<file path="config.mk">
export PLATFORM = sky130hd
export DESIGN_NAME = sio_regfile
export DESIGN_NICKNAME = d
export VERILOG_FILES = /design/src/rtl/sio_pkg.sv /design/src/rtl/sio_ptr_seq.sv /design/src/rtl/sio_rx_path.sv /design/src/rtl/sio_tx_path.sv /design/src/rtl/sio_regfile.sv
export SDC_FILE = /design/constraint.sdc
export NUM_CORES = 1
export LEC_CHECK = 0
export BUFFER_PORTS_ARGS = -buffer_cell sky130_fd_sc_hd__buf_4
export CELL_PAD_IN_SITES_DETAIL_PLACEMENT = 1
export CELL_PAD_IN_SITES_GLOBAL_PLACEMENT = 1
export CORE_ASPECT_RATIO = 0.8
export CORE_MARGIN = 5
export CORE_UTILIZATION = 39
export CTS_CLUSTER_DIAMETER = 200
export CTS_CLUSTER_SIZE = 25
export DETAILED_ROUTE_END_ITERATION = 10
export PLACE_DENSITY_LB_ADDON = 0.1
export SLEW_MARGIN = 20
export SYNTH_ARGS = -nofsm -noshare
export SYNTH_HDL_FRONTEND = slang
export SYNTH_SLANG_ARGS = --single-unit
</file>
<file path="constraint.sdc">
create_clock -name clk -period 2 [get_ports clk]
set_clock_uncertainty 0.2 [all_clocks]
set_input_delay 0.3 -clock clk [delete_from_list [all_inputs] [get_ports clk]]
set_output_delay 0.3 -clock clk [all_outputs]
set_load 0.03 [all_outputs]
</file>
<file path="src/rtl/sio_pkg.sv">
package sio_pkg;

    localparam int DW    = 8;
    localparam int IDX_W = 4;
    localparam int TC_W  = 2 * DW;

    // command field carried in bits 5:3 of a register 0 write
    typedef enum logic [2:0] {
        CMD_NONE    = 3'd0,
        CMD_PT_HI   = 3'd1,
        CMD_EXT_RST = 3'd2,
        CMD_RSV3    = 3'd3,
        CMD_RSV4    = 3'd4,
        CMD_TXP_RST = 3'd5,
        CMD_RSV6    = 3'd6,
        CMD_IUS_RST = 3'd7
    } ctl_cmd_e;

    localparam logic [IDX_W-1:0] RG_CTL = 4'd0;
    localparam logic [IDX_W-1:0] RG_IEN = 4'd1;
    localparam logic [IDX_W-1:0] RG_RXC = 4'd3;
    localparam logic [IDX_W-1:0] RG_TXC = 4'd5;
    localparam logic [IDX_W-1:0] RG_CRS = 4'd9;
    localparam logic [IDX_W-1:0] RG_TCL = 4'd12;
    localparam logic [IDX_W-1:0] RG_TCH = 4'd13;
    localparam logic [IDX_W-1:0] RG_BRG = 4'd14;

    localparam int IEN_RX  = 4;
    localparam int IEN_TX  = 1;
    localparam int RXC_EN  = 0;
    localparam int TXC_EN  = 3;
    localparam int TXC_RTS = 1;
    localparam int TXC_DTR = 7;
    localparam int BRG_EN  = 0;

    function automatic logic [DW-1:0] len_mask(input logic [1:0] code);
        case (code)
            2'b00:   return 8'h1F;
            2'b01:   return 8'h7F;
            2'b10:   return 8'h3F;
            default: return 8'hFF;
        endcase
    endfunction

endpackage

</file>
<file path="src/rtl/sio_ptr_seq.sv">
module sio_ptr_seq
    import sio_pkg::*;
(
    input  logic             clk,
    input  logic             rst_n,
    input  logic             ctl_wr,
    input  logic             ctl_rd,
    input  logic [5:0]       cmd_bits,
    output logic [IDX_W-1:0] sel_idx,
    output logic             reg_wr,
    output logic             cmd_wr,
    output ctl_cmd_e         cmd
);

    typedef struct packed {
        logic [IDX_W-1:0] ptr;
    } ptr_st_t;

    ptr_st_t s_d, s_q;
    logic    at_base;

    always_comb begin
        s_d     = s_q;
        cmd     = ctl_cmd_e'(cmd_bits[5:3]);
        at_base = (s_q.ptr == RG_CTL);
        cmd_wr  = ctl_wr && at_base;
        reg_wr  = ctl_wr && !at_base;
        if (cmd_wr) begin
            s_d.ptr = {(cmd == CMD_PT_HI), cmd_bits[2:0]};
        end else if ((ctl_wr || ctl_rd) && !at_base) begin
            s_d.ptr = RG_CTL;
        end
        sel_idx = s_q.ptr;
    end

    always_ff @(posedge clk or negedge rst_n) begin
        if (!rst_n) s_q <= '0;
        else        s_q <= s_d;
    end

endmodule

</file>
<file path="src/rtl/sio_rx_path.sv">
module sio_rx_path
    import sio_pkg::*;
(
    input  logic          clk,
    input  logic          rst_n,
    input  logic          rx_valid,
    input  logic [DW-1:0] rx_byte,
    input  logic          rx_on,
    input  logic [1:0]    len_code,
    input  logic          take,
    input  logic          rx_break,
    input  logic          brk_clr,
    output logic          avail,
    output logic          brk,
    output logic [DW-1:0] rd_byte
);

    typedef struct packed {
        logic [DW-1:0] hold;
        logic          avail;
        logic          brk;
    } rx_st_t;

    rx_st_t s_d, s_q;

    always_comb begin
        s_d = s_q;
        if (take) s_d.avail = 1'b0;
        if (rx_valid && rx_on) begin
            s_d.hold  = rx_byte;
            s_d.avail = 1'b1;
        end
        if (brk_clr)  s_d.brk = 1'b0;
        if (rx_break) s_d.brk = 1'b1;
        avail   = s_q.avail;
        brk     = s_q.brk;
        rd_byte = s_q.hold & len_mask(len_code);
    end

    always_ff @(posedge clk or negedge rst_n) begin
        if (!rst_n) s_q <= '0;
        else        s_q <= s_d;
    end

endmodule

</file>
<file path="src/rtl/sio_tx_path.sv">
module sio_tx_path
    import sio_pkg::*;
(
    input  logic          clk,
    input  logic          rst_n,
    input  logic          load,
    input  logic [DW-1:0] load_byte,
    input  logic          ack,
    input  logic          tx_on,
    input  logic          pend_clr,
    input  logic          chan_rst,
    output logic          full,
    output logic          pend,
    output logic          req,
    output logic [DW-1:0] out_byte
);

    typedef struct packed {
        logic [DW-1:0] hold;
        logic          full;
        logic          pend;
    } tx_st_t;

    tx_st_t s_d, s_q;

    always_comb begin
        s_d = s_q;
        if (ack && s_q.full) begin
            s_d.full = 1'b0;
            s_d.pend = 1'b1;
        end
        if (pend_clr) s_d.pend = 1'b0;
        if (load) begin
            s_d.hold = load_byte;
            s_d.full = 1'b1;
            s_d.pend = 1'b0;
        end
        if (chan_rst) begin
            s_d.full = 1'b0;
            s_d.pend = 1'b0;
        end
        full     = s_q.full;
        pend     = s_q.pend;
        req      = s_q.full && tx_on;
        out_byte = s_q.hold;
    end

    always_ff @(posedge clk or negedge rst_n) begin
        if (!rst_n) s_q <= '0;
        else        s_q <= s_d;
    end

endmodule

</file>
<file path="src/rtl/sio_regfile.sv">
module sio_regfile
    import sio_pkg::*;
#(
    parameter bit CHAN_B = 1'b0
)(
    input  logic            clk,
    input  logic            rst_n,
    input  logic            bus_sel,
    input  logic            bus_wr,
    input  logic [3:0]      bus_addr,
    input  logic [7:0]      bus_wdata,
    output logic [7:0]      bus_rdata,
    input  logic            rx_valid,
    input  logic [7:0]      rx_byte,
    input  logic            rx_break,
    output logic            tx_req,
    output logic [7:0]      tx_byte,
    input  logic            tx_ack,
    output logic            irq,
    input  logic            irq_ack,
    output logic            rx_en,
    output logic [1:0]      rx_len,
    output logic            tx_en,
    output logic [1:0]      tx_len,
    output logic            dtr,
    output logic            rts,
    output logic [15:0]     baud_tc,
    output logic            baud_en
);

    localparam logic [3:0] CTL_ADDR = 4'd0;
    localparam logic [3:0] DAT_ADDR = 4'd8;

    typedef struct packed {
        logic [DW-1:0] ien;
        logic [DW-1:0] rxc;
        logic [DW-1:0] txc;
        logic [DW-1:0] tcl;
        logic [DW-1:0] tch;
        logic [DW-1:0] brg;
        logic          ius;
    } regs_t;

    regs_t r_d, r_q;

    logic             ctl_wr, ctl_rd, dat_wr, dat_rd;
    logic [IDX_W-1:0] ptr_idx;
    logic             reg_wr, cmd_wr;
    ctl_cmd_e         cmd;
    logic             own_rst_bit, chan_rst;
    logic             rx_avail, rx_brk;
    logic [DW-1:0]    rx_rd;
    logic             tx_full, tx_pend;
    logic             pend_clr, brk_clr;
    logic             ius_now;
    logic [DW-1:0]    status;

    assign ctl_wr = bus_sel &&  bus_wr && (bus_addr == CTL_ADDR);
    assign ctl_rd = bus_sel && !bus_wr && (bus_addr == CTL_ADDR);
    assign dat_wr = bus_sel &&  bus_wr && (bus_addr == DAT_ADDR);
    assign dat_rd = bus_sel && !bus_wr && (bus_addr == DAT_ADDR);

    // each channel answers to its own soft-reset bit in register 9
    generate
        if (CHAN_B) begin : g_chan_b
            assign own_rst_bit = bus_wdata[6];
        end else begin : g_chan_a
            assign own_rst_bit = bus_wdata[7];
        end
    endgenerate

    sio_ptr_seq u_ptr (
        .clk      (clk),
        .rst_n    (rst_n),
        .ctl_wr   (ctl_wr),
        .ctl_rd   (ctl_rd),
        .cmd_bits (bus_wdata[5:0]),
        .sel_idx  (ptr_idx),
        .reg_wr   (reg_wr),
        .cmd_wr   (cmd_wr),
        .cmd      (cmd)
    );

    assign pend_clr = cmd_wr && (cmd == CMD_TXP_RST);
    assign brk_clr  = cmd_wr && (cmd == CMD_EXT_RST);

    sio_rx_path u_rx (
        .clk      (clk),
        .rst_n    (rst_n),
        .rx_valid (rx_valid),
        .rx_byte  (rx_byte),
        .rx_on    (r_q.rxc[RXC_EN]),
        .len_code (r_q.rxc[7:6]),
        .take     (dat_rd),
        .rx_break (rx_break),
        .brk_clr  (brk_clr),
        .avail    (rx_avail),
        .brk      (rx_brk),
        .rd_byte  (rx_rd)
    );

    sio_tx_path u_tx (
        .clk       (clk),
        .rst_n     (rst_n),
        .load      (dat_wr),
        .load_byte (bus_wdata),
        .ack       (tx_ack),
        .tx_on     (r_q.txc[TXC_EN]),
        .pend_clr  (pend_clr),
        .chan_rst  (chan_rst),
        .full      (tx_full),
        .pend      (tx_pend),
        .req       (tx_req),
        .out_byte  (tx_byte)
    );

    assign irq = !r_q.ius &&
                 ((r_q.ien[IEN_RX] && rx_avail) || (r_q.ien[IEN_TX] && tx_pend));

    always_comb begin
        r_d      = r_q;
        chan_rst = 1'b0;
        if (reg_wr) begin
            case (ptr_idx)
                RG_IEN:  r_d.ien = bus_wdata;
                RG_RXC:  r_d.rxc = bus_wdata;
                RG_TXC:  r_d.txc = bus_wdata;
                RG_TCL:  r_d.tcl = bus_wdata;
                RG_TCH:  r_d.tch = bus_wdata;
                RG_BRG:  r_d.brg = bus_wdata;
                RG_CRS:  chan_rst = own_rst_bit;
                default: ;
            endcase
        end
        if (irq_ack && irq)                 r_d.ius = 1'b1;
        if (cmd_wr && cmd == CMD_IUS_RST)   r_d.ius = 1'b0;
        if (chan_rst) begin
            r_d.ien         = '0;
            r_d.rxc[RXC_EN] = 1'b0;
            r_d.txc[TXC_EN] = 1'b0;
            r_d.ius         = 1'b0;
        end
    end

    always_ff @(posedge clk or negedge rst_n) begin
        if (!rst_n) r_q <= '0;
        else        r_q <= r_d;
    end

    assign status = {rx_brk, 4'b0000, !tx_full, 1'b0, rx_avail};

    always_comb begin
        bus_rdata = '0;
        if (ctl_rd) begin
            case (ptr_idx)
                RG_CTL:  bus_rdata = status;
                RG_IEN:  bus_rdata = r_q.ien;
                RG_RXC:  bus_rdata = r_q.rxc;
                RG_TXC:  bus_rdata = r_q.txc;
                RG_TCL:  bus_rdata = r_q.tcl;
                RG_TCH:  bus_rdata = r_q.tch;
                RG_BRG:  bus_rdata = r_q.brg;
                default: bus_rdata = '0;
            endcase
        end else if (dat_rd) begin
            bus_rdata = rx_rd;
        end
    end

    assign ius_now = r_q.ius;
    assign rx_en   = r_q.rxc[RXC_EN];
    assign rx_len  = r_q.rxc[7:6];
    assign tx_en   = r_q.txc[TXC_EN];
    assign tx_len  = r_q.txc[6:5];
    assign dtr     = r_q.txc[TXC_DTR];
    assign rts     = r_q.txc[TXC_RTS];
    assign baud_tc = {r_q.tch, r_q.tcl};
    assign baud_en = r_q.brg[BRG_EN];

endmodule

</file>
; Word-level counts from Yosys, hierarchy flattened
; Cells that the tools add are included.
[op_classes]
n_eq_ne = 14
muxes = 29
n_bitwise = 1
reduce_logical = 46
[ops]
columns = operator, n
row1 = two-way mux 8 bit, 9
row2 = one-hot mux 8 bit (7 select lines), 1
row3 = two-way mux 48 bit, 1
row4 = one-hot mux 8 bit (3 select lines), 1
row5 = "equality test 4 bit, second input constant", 5
row6 = logical AND 1 bit, 19
row7 = AND reduction 2 bit, 8
row8 = nonzero test 2 bit, 7
row9 = two-way mux 1 bit, 12
row10 = AND 8 bit, 1
row11 = zero test 4 bit, 2
row12 = two-way mux 4 bit, 2
row13 = "equality test 3 bit, second input constant", 2
row14 = two-way mux 2 bit, 3
row15 = nonzero test 3 bit, 2
row16 = "equality test 4 x 1 -> 1 bit, second input constant", 1
row17 = "equality test 4 x 2 -> 1 bit, second input constant", 1
row18 = "equality test 4 x 3 -> 1 bit, second input constant", 1
row19 = zero test 1 bit, 4
row20 = nonzero test 4 bit, 1
row21 = "equality test 3 x 1 -> 1 bit, second input constant", 1
row22 = "equality test 3 x 2 -> 1 bit, second input constant", 1
row23 = "equality test 2 x 1 -> 1 bit, second input constant", 1
row24 = "equality test 2 bit, second input constant", 1
row25 = other kinds (2), 3
[totals]
reg_bits = 73
output_inout_bits = 43
wordCells = 106

; Logic depth before layout (Yosys ltp)
[logic_depth]
ltp_word = 7
mapped_depth = 6
ltp_nobuf = 4

; Cells and area by module
; From an unflattened synthesis, not the netlist that was laid out.
[hier_totals]
cells_unflattened = 312
hier_area_um2 = 3749.8
[by_module_without_submodules]
columns = mod, n_inst, cells_each, area_per_inst_um2, seq_area_each_um2
row1 = sio_regfile, 1, 240, 2693.8, 1226.2
row2 = sio_rx_path, 1, 31, 424.2, 250.2
row3 = sio_tx_path, 1, 25, 420.4, 250.2
row4 = sio_ptr_seq, 1, 16, 211.5, 100.1

; Worst setup path before layout
; Ideal clock, no wire load.
[synth_path]
path_type = reg-to-output
from = register u_ptr.s_q (netlist bit u_ptr.sel_idx[2])
to = output port bus_rdata[7]
arrival_ns = 2.215
required_time_ns = 1.500
slack_ns = -0.715
stages_incl_launch_ff = 6
path_buffers = 1
cell_sequence = dfrtp_1 > buf_2 > or3b_1 > a211oi_1 > a2111oi_0 > o41ai_1
[synth_via]
elab_chain_len = 3
elab_cells_between_ends = 9
cone_classes = eq/ne: 6 / mux: 2 / reduce/logical: 1
[synth_rtl]
columns = element, line
row1 = "start, declared", sio_ptr_seq.sv:19  ; ptr_st_t s_d, s_q;
row2 = "start signal, assigned", sio_ptr_seq.sv:37  ; if (!rst_n) s_q <= '0;
row3 = "start signal, assigned", sio_ptr_seq.sv:38  ; else s_q <= s_d;
row4 = equality test 4 bit (tied with other cells), sio_regfile.sv:155  ; case (ptr_idx)
row5 = one-hot mux 8 bit (7 select lines) *, sio_regfile.sv:155
row6 = two-way mux 8 bit *, sio_regfile.sv:154  ; if (ctl_rd) begin
row7 = "end, declared", sio_regfile.sv:12  ; output logic [7:0] bus_rdata,
; Mark *: on every way between the ends. The rest lies on a longest branch, timed or not.

; Final worst setup path
[layout_path]
from = register u_ptr.s_q (netlist bit u_ptr.sel_idx[2])
to = output port bus_rdata[2]
; The elaborated chain is that of the path after synthesis.

==> out/qor.log <==
qor: layout.insertedDiodeCount 0
qor: floorplanning.placeableCoreArea 9110 um^2
qor: grt.via_count_of_the_first_global_routing_pass 3,404
qor: detailed_routing.drt_pre_antenna_iters 4
qor: setup_path.cp-endpoint bus_rdata[2]
qor: layout.final_core_util 60.7%
qor: yosys.synth.top_cells.by_count sky130_fd_sc_hd__dfrtp_1 (73), sky130_fd_sc_hd__mux2_2 (48), sky130_fd_sc_hd__buf_4 (20)
qor: detailed_routing.drt_wl_total 12,300 um
qor: yosys.synth.area.top_cells sky130_fd_sc_hd__dfrtp_1 (50%), sky130_fd_sc_hd__mux2_2 (15%), sky130_fd_sc_hd__buf_4 (4.1%)
qor: sta.slew_violations 0
qor: yosys.post-synth-top-area-fraction 49.8%
qor: detailed_routing.detail_route.iter0.violations 147
qor: clock_network.clock_sinks 73
qor: layout.finalNetCount 473
qor: placed_design.io_buffer_count 70
qor: yosys.yosysMostFrequentCell sky130_fd_sc_hd__dfrtp_1
qor: setup_path.regToRegEndpoint r_q[48]
qor: grt.grt_start_max_net_pins 35
qor: detailed_routing.vias 3,087
qor: setup_path.cp.buffers_inverters 3
qor: status.violations negative setup slack
qor: detailed_routing.drc_markers 0
qor: worst_hold_path.timing.hold.worst.class in -> reg
qor: setup_path.worst-r2r-setup-slack 0.04 ns
qor: sta.final.hold.worst_slack 0.00854 ns
qor: grt.grtUsageTotal 22.0%
qor: floorplanning.floorplan.rows 31
qor: setup_path.critical_path_peak_fanout 4
qor: yosys.netlist_area_pre_place 3670 um^2
qor: setup_path.worst_setup_path_start_kind flip-flop
qor: yosys.ys_dominant_reg_cell sky130_fd_sc_hd__dfrtp_1
qor: clock_network.cts_tree built
qor: detailed_routing.drt-wirelength-per-cell 21.8 um
qor: setup_path.critPathMaxStageDelay 0.43 ns
qor: yosys.synth_enable_flop_cells 0
qor: floorplanning.ios 71
qor: clock_network.tritoncts.num_buffers 9
qor: setup_path.critPathRequiredTime 1.50 ns
qor: setup_path.path_class reg -> out
qor: yosys.cell_type_with_the_highest_aggregate_area_in_the_netlist sky130_fd_sc_hd__dfrtp_1
qor: pwr.vdd.ir_drop.worst 576 uV
qor: pwr.fin_total_pwr 4.20 mW
qor: clock_network.clk_pin_slew_worst_paths 0.06 ns
qor: layout.final.fill_count 919
qor: sta.slew_headroom 70.4%
qor: detailed_routing.residual_antenna_violating_net_count_after_detailed_routing 0
qor: setup_path.worst_setup_ep_type output pin
qor: grt.congestion_overflow_gr 0
qor: floorplanning.initial_utilization 40.3%
qor: clock_network.clk_latency 0.34 ns
qor: setup_path.worstSetupPathDepth 7
qor: floorplanning.fp.dieArea 11,500 um^2
qor: setup_path.timing.critical_path.mode_cell sky130_fd_sc_hd__buf_6
qor: setup_path.worst_path_top_cell_family_by_delay compound AO/OA/AOI/OAI gates
qor: sta.final_critical_path_setup_slack -0.584 ns
qor: yosys.ys_async_sr_fraction 100%
qor: setup_path.crit_chain buf_6 -> buf_8 -> or3_4 -> a211oi_4 -> a2111oi_4 -> o21ai_4 -> buf_6
qor: yosys.synthCells 313
qor: pwr.static-leakage-power 2.63 nW
qor: setup_path.crit_path_dat 2.08 ns
qor: yosys.mappedNetlistNets 341
qor: layout.drive_gt1_share 59.3%
qor: placed_design.place.gp.congestion 0.895
qor: yosys.synth_seq_cells 73
qor: sta.max_slew.worst_pin.slew 0.443 ns
qor: setup_path.r2r_cells 5
qor: setup_path.critical_path.startpoint u_ptr.sel_idx[2]
qor: setup_path.rr_startpoint u_ptr.sel_idx[1]
qor: grt.grt_first_pass_wirelength 19,700 um
qor: sta.period_share 129%
qor: yosys.yosysSeqAreaShare 49.8%
qor: sta.post_route_minimum_period 2.58 ns
qor: floorplanning.die_h 96.8 um
qor: grt.antenna_found_initial 0
qor: detailed_routing.vias_per_cell 5.46
qor: yosys.synth-warning-count 0
qor: flow_run.drv_cap 0
qor: clock_network.cts-root-to-sink-buffers 2
qor: setup_path.critical_path.slowest_cell sky130_fd_sc_hd__dfrtp_2
qor: clock_network.ctsHtreeMaxLevel 3
qor: yosys.synth_cell_types 52
qor: layout.multiInputGateArea 1910 um^2
qor: clock_network.clock-root-buffer sky130_fd_sc_hd__clkbuf_16
qor: sta.timing_hold_violations_final 0
qor: layout.sequential_cell_area 1830 um^2
qor: yosys.synthesis.area_per_instance 11.7 um^2
qor: sta.clock.fmax 0.387 GHz
qor: layout.flow.area_growth_from_synthesis 50.8%
qor: floorplanning.die_width 118 um
qor: sta.rsz_0062_raised_after_global_routing true
qor: sta.setup_violations 8
qor: status.status finished, violations left
qor: pwr.powerDensity 759 nW/um^2
qor: placed_design.dp_hpwl 8810 um
==> flip-flops by register name, summed over array words and instances, names as in the netlist <==
| name | flops |
|---|---|
| baud_en | 1 |
| baud_tc | 16 |
| dtr | 1 |
| ius_now | 1 |
| r_q | 23 |
| rts | 1 |
| rx_en | 1 |
| rx_len | 2 |
| tx_en | 1 |
| tx_len | 2 |
| u_ptr.sel_idx | 4 |
| u_rx.avail | 1 |
| u_rx.brk | 1 |
| u_rx.s_q | 8 |
| u_tx.full | 1 |
| u_tx.out_byte | 8 |
| u_tx.pend | 1 |
==> logic make-up after synthesis <==
group | after synthesis | share of synthesized area [%]
flip-flops | 73 | 49.8
AND/OR/NAND/NOR | 81 | 13.8
AO/OA/AOI/OAI | 58 | 12.0
buffers and inverters | 42 | 6.75
multiplexers | 59 | 17.7
==> worst min path at each step <==
stage	startpoint	endpoint	slack [ns]	depth (start not counted)
after floorplan	rst_n	baud_en	-0.20	0
after global placement	rst_n	u_tx.out_byte[7]	0.08	1
after detailed placement	rst_n	u_tx.out_byte[7]	0.08	1
after CTS	rx_byte[3]	u_rx.s_q[5]	0.002	2
after global routing	rx_byte[3]	u_rx.s_q[5]	0.007	2
final	rx_byte[3]	u_rx.s_q[5]	0.009	2
==> report_power, final <==
part	internal [mW]	leakage (nW)	switching, mW
sequential	1.56	0.990	0.0632
combinational	0.469	1.50	0.448
clock	1.00	0.141	0.666
==> worst register-to-register path: stages, from the launching register on <==
cell                      delay [ns]
sky130_fd_sc_hd__dfrtp_2        0.47
sky130_fd_sc_hd__buf_4          0.20
sky130_fd_sc_hd__and2b_1        0.24
sky130_fd_sc_hd__nand3_2        0.10
sky130_fd_sc_hd__a211o_4        0.39
sky130_fd_sc_hd__a22o_1         0.26
==> routing by layer <==
metal	global-route usage (%)	wire length, um
met5	0	0
met4	6.28	189
met3	5.13	590
met2	36.0	6010
met1	29.2	5500
==> layout make-up <==
cell class              instances  area share [%]
multi-input cells             198            34.5
well taps                     115            2.60
clock buffers                  10            4.32
repair buffers                159            24.0
flip-flops and latches         73            33.1
inverters                       4           0.271
clock inverters                 6            1.20
==> through the flow <==
stage          cell area (um^2)  TNS, ns  cells  setup slack, ns
5_1_grt                    5540    -4.94    565           -0.642
2_1_floorplan              3780   -0.802    313           -0.181
3_5_place_dp               4740    -4.11    527           -0.400
4_1_cts                    5380    -4.43    558           -0.586
6_report                   5540    -4.36    565           -0.584
3_3_place_gp               4740    -3.84    527           -0.394
==> cells in the final DEF (no fill, tap or decap), types with 3 or more instances in the layout <==
master and instances:
sky130_fd_sc_hd__dfrtp_2 4, sky130_fd_sc_hd__nand2_1 16, sky130_fd_sc_hd__nor2_1 8, sky130_fd_sc_hd__nand3_1 6
sky130_fd_sc_hd__mux2_2 48, sky130_fd_sc_hd__o21ai_4 4, sky130_fd_sc_hd__clkbuf_16 9, sky130_fd_sc_hd__a2111oi_4 3
sky130_fd_sc_hd__clkinvlp_4 3, sky130_fd_sc_hd__dfrtp_1 69, sky130_fd_sc_hd__buf_12 3, sky130_fd_sc_hd__nand2b_4 3
sky130_fd_sc_hd__inv_1 4, sky130_fd_sc_hd__a22o_1 14, sky130_fd_sc_hd__mux2i_1 11, sky130_fd_sc_hd__buf_4 128
sky130_fd_sc_hd__buf_6 18, sky130_fd_sc_hd__nor3_2 3, sky130_fd_sc_hd__a22oi_2 6, sky130_fd_sc_hd__nor2b_1 6
sky130_fd_sc_hd__nand2b_1 5, sky130_fd_sc_hd__o21ai_0 7, sky130_fd_sc_hd__dlygate4sd3_1 9, sky130_fd_sc_hd__nor3_1 6
==> timing repair <==
item / in CTS / in global routing
setup buffers: 6 / 7
setup endpoints to repair: 23 / 21
endpoints found under the hold margin: 40 / 0
gates resized for setup: 47 / 21
hold buffers: 9 / 0
pin swaps: 9 / 12
Power figures use the tool's default switching activity.
